**src/rtl/lfmt_pkg.sv**
```systemverilog
package lfmt_pkg;

  typedef enum logic [1:0] {
    LM_TWO  = 2'b00,
    LM_ONE  = 2'b01,
    LM_HALF = 2'b10,
    LM_ALT  = 2'b11
  } lane_mode_e;

  // frame length in units of half a sample word
  function automatic int unsigned frame_halves(input logic cplx, input lane_mode_e m);
    case (m)
      LM_TWO:  return 2;
      LM_HALF: return cplx ? 8 : 4;
      default: return cplx ? 4 : 2;
    endcase
  endfunction

endpackage

```
**src/rtl/lfmt_frame_ctr.sv**
```systemverilog
module lfmt_frame_ctr
  import lfmt_pkg::*;
#(
  parameter int SAMPLE_W = 16,
  parameter int CNT_W    = $clog2(4 * SAMPLE_W)
) (
  input  logic             clk_i,
  input  logic             rst_ni,
  input  logic             bit_en_i,
  input  logic             cplx_i,
  input  lane_mode_e       mode_i,
  output logic             last_o,
  output logic             frame_o,
  output logic             dclk_o
);
  localparam int LEN_W  = CNT_W + 1;
  localparam int HALF_W = SAMPLE_W / 2;

  logic [CNT_W-1:0] cnt_q;
  logic [LEN_W-1:0] len, cnt_ext;
  logic             dclk_q;

  assign len     = LEN_W'(frame_halves(cplx_i, mode_i) * HALF_W);
  assign cnt_ext = {1'b0, cnt_q};
  assign last_o  = (cnt_ext == len - LEN_W'(1));
  assign frame_o = (cnt_ext < (len >> 1));
  assign dclk_o  = dclk_q;

  always_ff @(posedge clk_i or negedge rst_ni) begin
    if (!rst_ni) begin
      cnt_q  <= '0;
      dclk_q <= 1'b1;
    end else if (bit_en_i) begin
      cnt_q  <= last_o ? '0 : cnt_q + CNT_W'(1);
      dclk_q <= last_o ? 1'b1 : ~dclk_q;
    end
  end

  assert_cnt_bound_R1: assert property (@(posedge clk_i) disable iff (!rst_ni)
    cnt_ext < len);
  assert_wrap_R1: assert property (@(posedge clk_i) disable iff (!rst_ni)
    bit_en_i && last_o |=> cnt_q == '0);
  assert_frame_rise_R2: assert property (@(posedge clk_i) disable iff (!rst_ni)
    $rose(frame_o) |-> cnt_q == '0);
  assert_dclk_toggle_R3: assert property (@(posedge clk_i) disable iff (!rst_ni)
    bit_en_i |=> dclk_q != $past(dclk_q));
  assert_dclk_phase_R3: assert property (@(posedge clk_i) disable iff (!rst_ni)
    dclk_q == ~cnt_q[0]);
  assert_ctr_hold_R4: assert property (@(posedge clk_i) disable iff (!rst_ni)
    !bit_en_i |=> $stable(cnt_q) && $stable(dclk_q));

endmodule

```
**src/rtl/lfmt_sample_hold.sv**
```systemverilog
module lfmt_sample_hold #(
  parameter int SAMPLE_W  = 16,
  parameter int NUM_WORDS = 4
) (
  input  logic                               clk_i,
  input  logic                               rst_ni,
  input  logic                               valid_i,
  input  logic [NUM_WORDS-1:0][SAMPLE_W-1:0] words_i,
  output logic [NUM_WORDS-1:0][SAMPLE_W-1:0] hold_o
);
  for (genvar g = 0; g < NUM_WORDS; g++) begin : g_word
    logic [SAMPLE_W-1:0] w_q;
    always_ff @(posedge clk_i or negedge rst_ni) begin
      if (!rst_ni)      w_q <= '0;
      else if (valid_i) w_q <= words_i[g];
    end
    assign hold_o[g] = w_q;
  end

  assert_hold_keep_R9: assert property (@(posedge clk_i) disable iff (!rst_ni)
    !valid_i |=> $stable(hold_o));
  assert_hold_take_R11: assert property (@(posedge clk_i) disable iff (!rst_ni)
    valid_i |=> hold_o == $past(words_i));

endmodule

```
**src/rtl/lfmt_lane_pack.sv**
```systemverilog
module lfmt_lane_pack
  import lfmt_pkg::*;
#(
  parameter int SAMPLE_W  = 16,
  parameter int NUM_WORDS = 4,
  parameter int NUM_LANES = 2,
  parameter int FRAME_W   = NUM_WORDS * SAMPLE_W
) (
  input  logic                               cplx_i,
  input  lane_mode_e                         mode_i,
  input  logic [NUM_WORDS-1:0][SAMPLE_W-1:0] words_i,
  output logic [NUM_LANES-1:0][FRAME_W-1:0]  lane_data_o
);
  localparam int HALF_W = SAMPLE_W / 2;

  logic [SAMPLE_W-1:0] w0, w1, w2, w3;
  assign w0 = words_i[0];
  assign w1 = words_i[1];
  assign w2 = words_i[2];
  assign w3 = words_i[3];

  // payloads are MSB aligned; the frame length cuts off the unused tail
  always_comb begin
    lane_data_o = '0;
    case (mode_i)
      LM_TWO: begin
        lane_data_o[0] = {w0[SAMPLE_W-1:HALF_W], w1[SAMPLE_W-1:HALF_W],
                          {(FRAME_W - SAMPLE_W){1'b0}}};
        lane_data_o[1] = {w0[HALF_W-1:0], w1[HALF_W-1:0],
                          {(FRAME_W - SAMPLE_W){1'b0}}};
      end
      LM_HALF: begin
        if (cplx_i) lane_data_o[0] = {w0, w1, w2, w3};
        else        lane_data_o[0] = {w0, w2, {(FRAME_W - 2 * SAMPLE_W){1'b0}}};
      end
      default: lane_data_o[0] = {w0, w1, w2, w3};
    endcase
  end

endmodule

```
**src/rtl/lfmt_lane_shift.sv**
```systemverilog
module lfmt_lane_shift #(
  parameter int FRAME_W = 64
) (
  input  logic               clk_i,
  input  logic               rst_ni,
  input  logic               bit_en_i,
  input  logic               last_i,
  input  logic [FRAME_W-1:0] load_i,
  output logic               lane_o
);
  logic [FRAME_W-1:0] sh_q;

  always_ff @(posedge clk_i or negedge rst_ni) begin
    if (!rst_ni)       sh_q <= '0;
    else if (bit_en_i) sh_q <= last_i ? load_i : {sh_q[FRAME_W-2:0], 1'b0};
  end

  assign lane_o = sh_q[FRAME_W-1];

  assert_load_boundary_R8: assert property (@(posedge clk_i) disable iff (!rst_ni)
    bit_en_i && last_i |=> sh_q == $past(load_i));
  assert_shift_hold_R4: assert property (@(posedge clk_i) disable iff (!rst_ni)
    !bit_en_i |=> $stable(sh_q));

endmodule

```
**src/rtl/lane_formatter.sv**
```systemverilog
module lane_formatter
  import lfmt_pkg::*;
#(
  parameter int SAMPLE_W  = 16,
  parameter int NUM_LANES = 2
) (
  input  logic                 clk_i,
  input  logic                 rst_ni,
  input  logic                 bit_en_i,
  input  logic                 cplx_i,
  input  logic [1:0]           lane_mode_i,
  input  logic                 valid_i,
  input  logic [SAMPLE_W-1:0]  a_re_i,
  input  logic [SAMPLE_W-1:0]  a_im_i,
  input  logic [SAMPLE_W-1:0]  b_re_i,
  input  logic [SAMPLE_W-1:0]  b_im_i,
  output logic [NUM_LANES-1:0] lane_o,
  output logic                 frame_o,
  output logic                 dclk_o
);
  localparam int NUM_WORDS = 4;
  localparam int FRAME_W   = NUM_WORDS * SAMPLE_W;
  localparam int CNT_W     = $clog2(FRAME_W);

  lane_mode_e                         mode;
  logic                               last;
  logic [NUM_WORDS-1:0][SAMPLE_W-1:0] words, held;
  logic [NUM_LANES-1:0][FRAME_W-1:0]  lane_data;

  assign mode  = lane_mode_e'(lane_mode_i);
  assign words = {b_im_i, b_re_i, a_im_i, a_re_i};

  lfmt_frame_ctr #(.SAMPLE_W(SAMPLE_W), .CNT_W(CNT_W)) u_ctr (
    .clk_i    (clk_i),
    .rst_ni   (rst_ni),
    .bit_en_i (bit_en_i),
    .cplx_i   (cplx_i),
    .mode_i   (mode),
    .last_o   (last),
    .frame_o  (frame_o),
    .dclk_o   (dclk_o)
  );

  lfmt_sample_hold #(.SAMPLE_W(SAMPLE_W), .NUM_WORDS(NUM_WORDS)) u_hold (
    .clk_i   (clk_i),
    .rst_ni  (rst_ni),
    .valid_i (valid_i),
    .words_i (words),
    .hold_o  (held)
  );

  lfmt_lane_pack #(
    .SAMPLE_W(SAMPLE_W), .NUM_WORDS(NUM_WORDS), .NUM_LANES(NUM_LANES), .FRAME_W(FRAME_W)
  ) u_pack (
    .cplx_i      (cplx_i),
    .mode_i      (mode),
    .words_i     (held),
    .lane_data_o (lane_data)
  );

  for (genvar l = 0; l < NUM_LANES; l++) begin : g_lane
    lfmt_lane_shift #(.FRAME_W(FRAME_W)) u_shift (
      .clk_i    (clk_i),
      .rst_ni   (rst_ni),
      .bit_en_i (bit_en_i),
      .last_i   (last),
      .load_i   (lane_data[l]),
      .lane_o   (lane_o[l])
    );
  end

  assert_lane1_idle_R6: assert property (@(posedge clk_i) disable iff (!rst_ni)
    mode != LM_TWO |-> lane_o[1] == 1'b0);
  assert_out_hold_R4: assert property (@(posedge clk_i) disable iff (!rst_ni)
    !bit_en_i |=> $stable(lane_o) && $stable(frame_o) && $stable(dclk_o));

endmodule

```
**config.mk**
```make
export PLATFORM = sky130hd
export DESIGN_NAME = lane_formatter
export DESIGN_NICKNAME = d
export VERILOG_FILES = /design/src/rtl/lfmt_pkg.sv /design/src/rtl/lfmt_frame_ctr.sv /design/src/rtl/lfmt_sample_hold.sv /design/src/rtl/lfmt_lane_pack.sv /design/src/rtl/lfmt_lane_shift.sv /design/src/rtl/lane_formatter.sv
export SDC_FILE = /design/constraint.sdc
export NUM_CORES = 1
export LEC_CHECK = 0
export BUFFER_PORTS_ARGS = -buffer_cell sky130_fd_sc_hd__buf_4
export CORE_ASPECT_RATIO = 0.7
export CORE_MARGIN = 3
export CORE_UTILIZATION = 58
export DETAILED_ROUTE_END_ITERATION = 16
export PLACE_DENSITY = 0.76
export SYNTH_ARGS = -nofsm -noshare
export SYNTH_HDL_FRONTEND = slang
export SYNTH_SLANG_ARGS = --single-unit
```
**constraint.sdc**
```tcl
create_clock -name clk_i -period 2.3 [get_ports clk_i]
set_input_delay 0.115 -clock clk_i [delete_from_list [all_inputs] [get_ports clk_i]]
set_output_delay 0.115 -clock clk_i [all_outputs]
set_load 0.005 [all_outputs]
```
* After elaboration in Yosys (flattened, before gate mapping) *
Cells that the tools add are included.

word-level totals
  output and inout port bits = 4
  logic and storage cells = 25
  input bits = 71
  register bits = 199

cells by class
  equality and inequality tests = 2
  multiplexer cells = 10
  add/subtract/negate cells = 2
  reduce and logical (&&, ||, !) cells = 1
  magnitude comparators = 1
  bitwise gates (word level) = 1

operators with widths
  kind                                               number
  two-way mux 64 bit                                 3
  one-hot mux 56 bit (2 select lines)                1
  two-way mux 48 bit                                 1
  one-hot mux 4 bit (2 select lines)                 1
  equality test 6 x 7 -> 1 bit                       1
  subtractor 7 x 1 -> 7 bit (second input constant)  1
  adder 6 x 1 -> 6 bit (second input constant)       1
  < comparator 6 bit                                 1
  two-way mux 6 bit                                  1
  two-way mux 4 bit                                  1
  two-way mux 3 bit                                  1
  equality test 2 bit (second input constant)        1
  logical NOT 2 bit                                  1
  two-way mux 1 bit                                  1
  NOT 1 bit                                          1

* Depth between registers and ports, before layout *
  depth after elaboration = 5
  gate-level depth with buffers = 7
  gate-level depth less buffers = 5

* Cells and area by module *
A second synthesis with hierarchy kept.

second synthesis, totals
  cells, all modules = 912
  area, all modules = 10346.2 um2

modules (own cells, without submodules)
  module            seq. area each (um2)  cells each  area an instance (um2)  instances
  lfmt_lane_shift   1601.5                277         2962.8                  2
  lfmt_sample_hold  1601.5                135         2678.8                  1
  lfmt_lane_pack    0.0                   178         1280.0                  1
  lfmt_frame_ctr    176.4                 45          461.7                   1

* Worst setup path after synthesis *
OpenSTA, ideal clock, no wires.

  kind = flip-flop to flip-flop
  from = reg u_ctr.cnt_q[5]
  to = reg g_lane[0].u_shift.sh_q[15]
  required time = 2.174 ns
  buffers on the path = 3
  arrival time = 1.740 ns
  slack = 0.434 ns
  library setup time = 0.126 ns
  stages on the path, launching flop included = 8
  period minus slack after synthesis = 1.866 ns
  cell sequence = dfrtp_1 > clkbuf_1 > nand4b_1 > a221o_1 > and2_1 > buf_2 > buf_6 > a221o_1

on the way
  longest elaborated chain between the ends = 2

RTL lines
  what                          line                   source
  from (decl)                   lfmt_frame_ctr.sv:19   logic [CNT_W-1:0] cnt_q;
  from (signal assigned)        lfmt_frame_ctr.sv:34   cnt_q <= last_o ? '0 : cnt_q + CNT_W'(1);
  equality test 6 x 7 -> 1 bit  lfmt_frame_ctr.sv:25   assign last_o = (cnt_ext == len - LEN_W'(1));
  two-way mux 64 bit            lfmt_lane_shift.sv:15  else if (bit_en_i) sh_q <= last_i ? load_i : {sh_q[FRAME_W-2:0], 1'b0};
  to (signal assigned)          lfmt_lane_shift.sv:15
  to (decl)                     lfmt_lane_shift.sv:11  logic [FRAME_W-1:0] sh_q;

Every way passes these cells.
A chain may end at the register's enable or synchronous reset.

* Final worst setup path *
  from = reg u_ctr.cnt_q[0]
  to = reg g_lane[1].u_shift.sh_q[49]

on the way
  longest elaborated chain between the ends = 2

RTL lines
  what                          line
  equality test 6 x 7 -> 1 bit  lfmt_frame_ctr.sv:25
  two-way mux 64 bit            lfmt_lane_shift.sv:15
  to (signal assigned)          lfmt_lane_shift.sv:15
  to (decl)                     lfmt_lane_shift.sv:11

Every way passes these cells.

==> load_flow_metrics.sql <==
INSERT INTO impl_metrics (metric_group, metric, value, unit) VALUES
('worst_setup_path', 'critical_path_class', 'flop to flop', ''),
('clock_network', 'tritoncts', 'done', ''),
('worst_setup_path', 'critical_path_destination', 'g_lane[1].u_shift.sh_q[49]', ''),
('sta', 'worst_slew_pin_slew', '1251', 'ps'),
('sta', 'final_hold_viol_count', '0', ''),
('sta', 'worst_clock_skew', '9.106', 'ps'),
('pwr', 'vdd_drop_max', '665.9', 'uV'),
('route', 'route.detailed.drc', '0', ''),
('worst_setup_path', 'path_max_fanout', '24', ''),
('layout', 'diode_count', '0', ''),
('die', 'fp-row-count', '31', ''),
('route', 'antenna_violating_nets_post_route', '0', ''),
('clock_network', 'cts.sinks', '151', ''),
('die', 'ioPinCount', '75', ''),
('logic_synthesis', 'avgSynthCellArea', '12.83', 'um^2'),
('sta', 'setup_violations_final', '0', ''),
('route', 'wirelength', '16010', 'um'),
('layout', 'drive_above_1_share', '0.2851', ''),
('layout', 'fill_cells', '654', ''),
('sta', 'max_freq', '480.4', 'MHz'),
('pwr', 'leak_pwr', '3.889', 'nW'),
('worst_setup_path', 'reg2regPathDepth', '5', ''),
('sta', 'layout_worst_path_cycle_share', '0.9051', ''),
('die', 'floorplan.initialDensity', '0.6149', ''),
('grt', 'globalRouteOverflowTotal', '0', ''),
('logic_synthesis', 'dominantRegCellSynth', 'dfrtp_1', ''),
('die', 'core_area', '10710', 'um^2'),
('flow_run', 'maxCapViolCount', '0', ''),
('worst_setup_path', 'timing.rr.end', 'g_lane[1].u_shift.sh_q[49]', ''),
('placed_design', 'detailed_place.area', '7236', 'um^2'),
('logic_synthesis', 'async_flop_share', '1.000', ''),
('route', 'routed_via_density', '6.271', ''),
('route', 'detail_route.iter0.violations', '532', ''),
('logic_synthesis', 'synth.net_count', '586', ''),
('grt', 'first_global_vias', '5179', ''),
('die', 'floorplan.die_area', '12680', 'um^2'),
('route', 'vias', '4998', ''),
('worst_setup_path', 'crit_start', 'u_ctr.cnt_q[0]', ''),
('layout', 'net_count_reported_at_finish', '711', ''),
('die', 'die_height', '95.13', 'um'),
('route', 'drt-pass1-iter-count', '5', ''),
('worst_setup_path', 'timing.critical_path.required', '2590', 'ps'),
('clock_network', 'cts-buffers-inserted', '17', ''),
('grt', 'antenna_found_initial', '0', ''),
('grt', 'grt_pass1_wl', '27060', 'um'),
('die', 'die_w', '133.3', 'um'),
('layout', 'area_delta_synth_final', '29.02', '%'),
('worst_setup_path', 'cp_data_arrival_time', '2370', 'ps'),
('worst_hold_path', 'hp-class', 'input pin to flop', ''),
('clock_network', 'path_clk_slew', '60', 'ps'),
('worst_setup_path', 'r2r_slack', '220', 'ps'),
('logic_synthesis', 'synth_cell_type_count', '40', ''),
('sta', 'slew_violations', '0', ''),
('logic_synthesis', 'number_of_enable_flip_flop_cells_after_synthesis', '0', ''),
('outcome', 'outcome', 'completed', ''),
('clock_network', 'clock_insertion_delay_worst_skew', '420', 'ps'),
('worst_setup_path', 'worstSetupStartpointType', 'flop', ''),
('grt', 'globalRouteTotalUtil', '0.2702', ''),
('logic_synthesis', 'synthesized_flop_and_latch_total', '151', ''),
('logic_synthesis', 'ys_warns', '0', ''),
('pwr', 'cellPowerDensity', '920.1', 'nW/um^2'),
('logic_synthesis', 'yosysSeqAreaShare', '0.5742', ''),
('clock_network', 'ctsRootBufferMaster', 'clkbuf_16', ''),
('worst_setup_path', 'critical_path.reg2reg.startpoint', 'u_ctr.cnt_q[0]', ''),
('sta', 'finalCriticalPeriod', '2082', 'ps'),
('sta', 'slew-limit-headroom', '0.1643', ''),
('placed_design', 'routabilityCongestion', '0.8774', ''),
('clock_network', 'cts.htree.levels', '4', ''),
('grt', 'pin_count_of_the_biggest_net_entering_global_routing', '65', ''),
('worst_setup_path', 'worst_setup_path_end_kind', 'flop', ''),
('placed_design', 'detailedPlacementHpwl', '9284', 'um'),
('sta', 'rsz0062_at_grt', 'false', ''),
('logic_synthesis', 'syn_inst', '513', ''),
('sta', 'totalNegativeSetupSlack', '0', 'ps'),
('clock_network', 'clk_path_buf_depth', '2', ''),
('logic_synthesis', 'post_synth_instance_area', '6583', 'um^2'),
('route', 'wl_per_cell', '20.09', 'um'),
('layout', 'layout.cell_area.non_filler', '8493', 'um^2'),
('placed_design', 'io_buffers', '74', '');
==> routing by layer <==
layer  global-route usage  up-vias  wire length (um)
met4              0.08476        0               175
li1                     -     2244                 -
met2               0.4413      206              7882
met1               0.3732     2528              6961
met3              0.05274       20               988
met5                    0        -                 0
==> logic make-up after synthesis <==
| group | share of synthesized area |
|---|---|
| fa+ha+maj | 0.003801 |
| mux | 0.1249 |
| flops | 0.5742 |
| simple gates | 0.07755 |
| buf+inv | 0.03573 |
| xor+xnor | 0.003992 |
| compound gates | 0.1798 |
==> power breakdown <==
| part | total (mW) | switching [mW] | internal, mW |
|---|---|---|---|
| combinational | 1.30 | 0.562 | 0.742 |
| clock | 2.88 | 1.08 | 1.80 |
| sequential | 3.63 | 0.420 | 3.21 |
==> worst min-delay path by stage <==
stage | slack [ps] | cells after the start | endpoint | start
after floorplan | -180 | 0 | g_lane[0].u_shift.sh_q[0] | rst_ni
after global placement | 110 | 1 | u_hold.g_word[3].w_q[11] | rst_ni
after detailed placement | 100 | 1 | u_hold.g_word[3].w_q[10] | rst_ni
after CTS | 70 | 3 | u_ctr.dclk_o | bit_en_i
after global routing | 80 | 2 | u_ctr.cnt_q[0] | bit_en_i
final | 90 | 3 | u_ctr.dclk_o | bit_en_i
==> area by class of cell <==
cell class	count	area, um^2	area share
clock buffer	17	425.4	0.05009
clock inverter	13	181.4	0.02136
inverter	9	33.78	0.003978
multi-input combinational	307	2567	0.3023
sequential	151	3780	0.4451
tap	148	185.2	0.02180
timing repair buffer	152	1320	0.1554
==> placed cells by master, fill, tap and decap left out, drive strengths merged, types with 2 or more instances in the layout <==
cell type / count
a22o: 3
nand3: 6
and4: 2
clkinv: 7
buf: 87
a32oi: 16
bufinv: 4
and2: 2
nor2: 6
dfrtp: 150
mux2i: 9
nor2b: 23
a32o: 16
inv: 9
a21oi: 18
o221ai: 8
o31a: 2
o211ai: 2
nand2: 10
xnor2: 2
ha: 2
a221o: 55
dlygate4sd3: 65
clkinvlp: 2
o21ai: 18
and3: 32
clkbuf: 17
nand4b: 2
mux2: 65
==> state kept, by name, summed over array words and instances (netlist names) <==
name                 count
u_ctr.dclk_o             1
u_ctr.cnt_q              6
g_lane.u_shift.sh_q     80
u_hold.g_word.w_q       64
==> repair_timing <==
item | in CTS | in global routing
endpoints found under the hold margin | 115 | 0
hold buffers | 65 | 0
setup buffers | 0 | 0
gates resized for setup | 0 | 0
==> worst max-delay path, cell delays in order, from the launching register on <==
cell      delay [ps]
dfrtp_1          390
ha_1             200
nand4b_1         120
a221o_1          290
and2_1           460
a221o_1          490
==> cells in the mapped netlist (9+ instances only) <==
master | count | area share
a32oi_1 | 16 | 0.021
a221o_1 | 55 | 0.084
a32o_1 | 16 | 0.024
dfrtp_1 | 150 | 0.57
mux2_2 | 65 | 0.11
nand2_1 | 10 | 0.0057
nor2b_1 | 23 | 0.022
mux2i_1 | 9 | 0.014
and3_1 | 32 | 0.030
clkbuf_1 | 33 | 0.019
a21oi_1 | 18 | 0.014
o21ai_0 | 18 | 0.014
==> through the flow <==
step / hold WS, ps / setup slack [ps] / utilization / total power [mW] / cells
after floorplan: -180.6 / 434.4 / - / 4.372 / 513
after global placement: 106.0 / 271.4 / 0.6759 / 4.763 / 702
after detailed placement: 100.6 / 214.1 / 0.6759 / 4.841 / 702
after CTS: 67.20 / 248.8 / 0.7934 / 7.821 / 797
after global routing: 81.70 / 86.64 / 0.7934 / 8.183 / 797
final: 89.44 / 218.3 / 0.7934 / 7.815 / 797
Power figures use the tool's default switching activity.
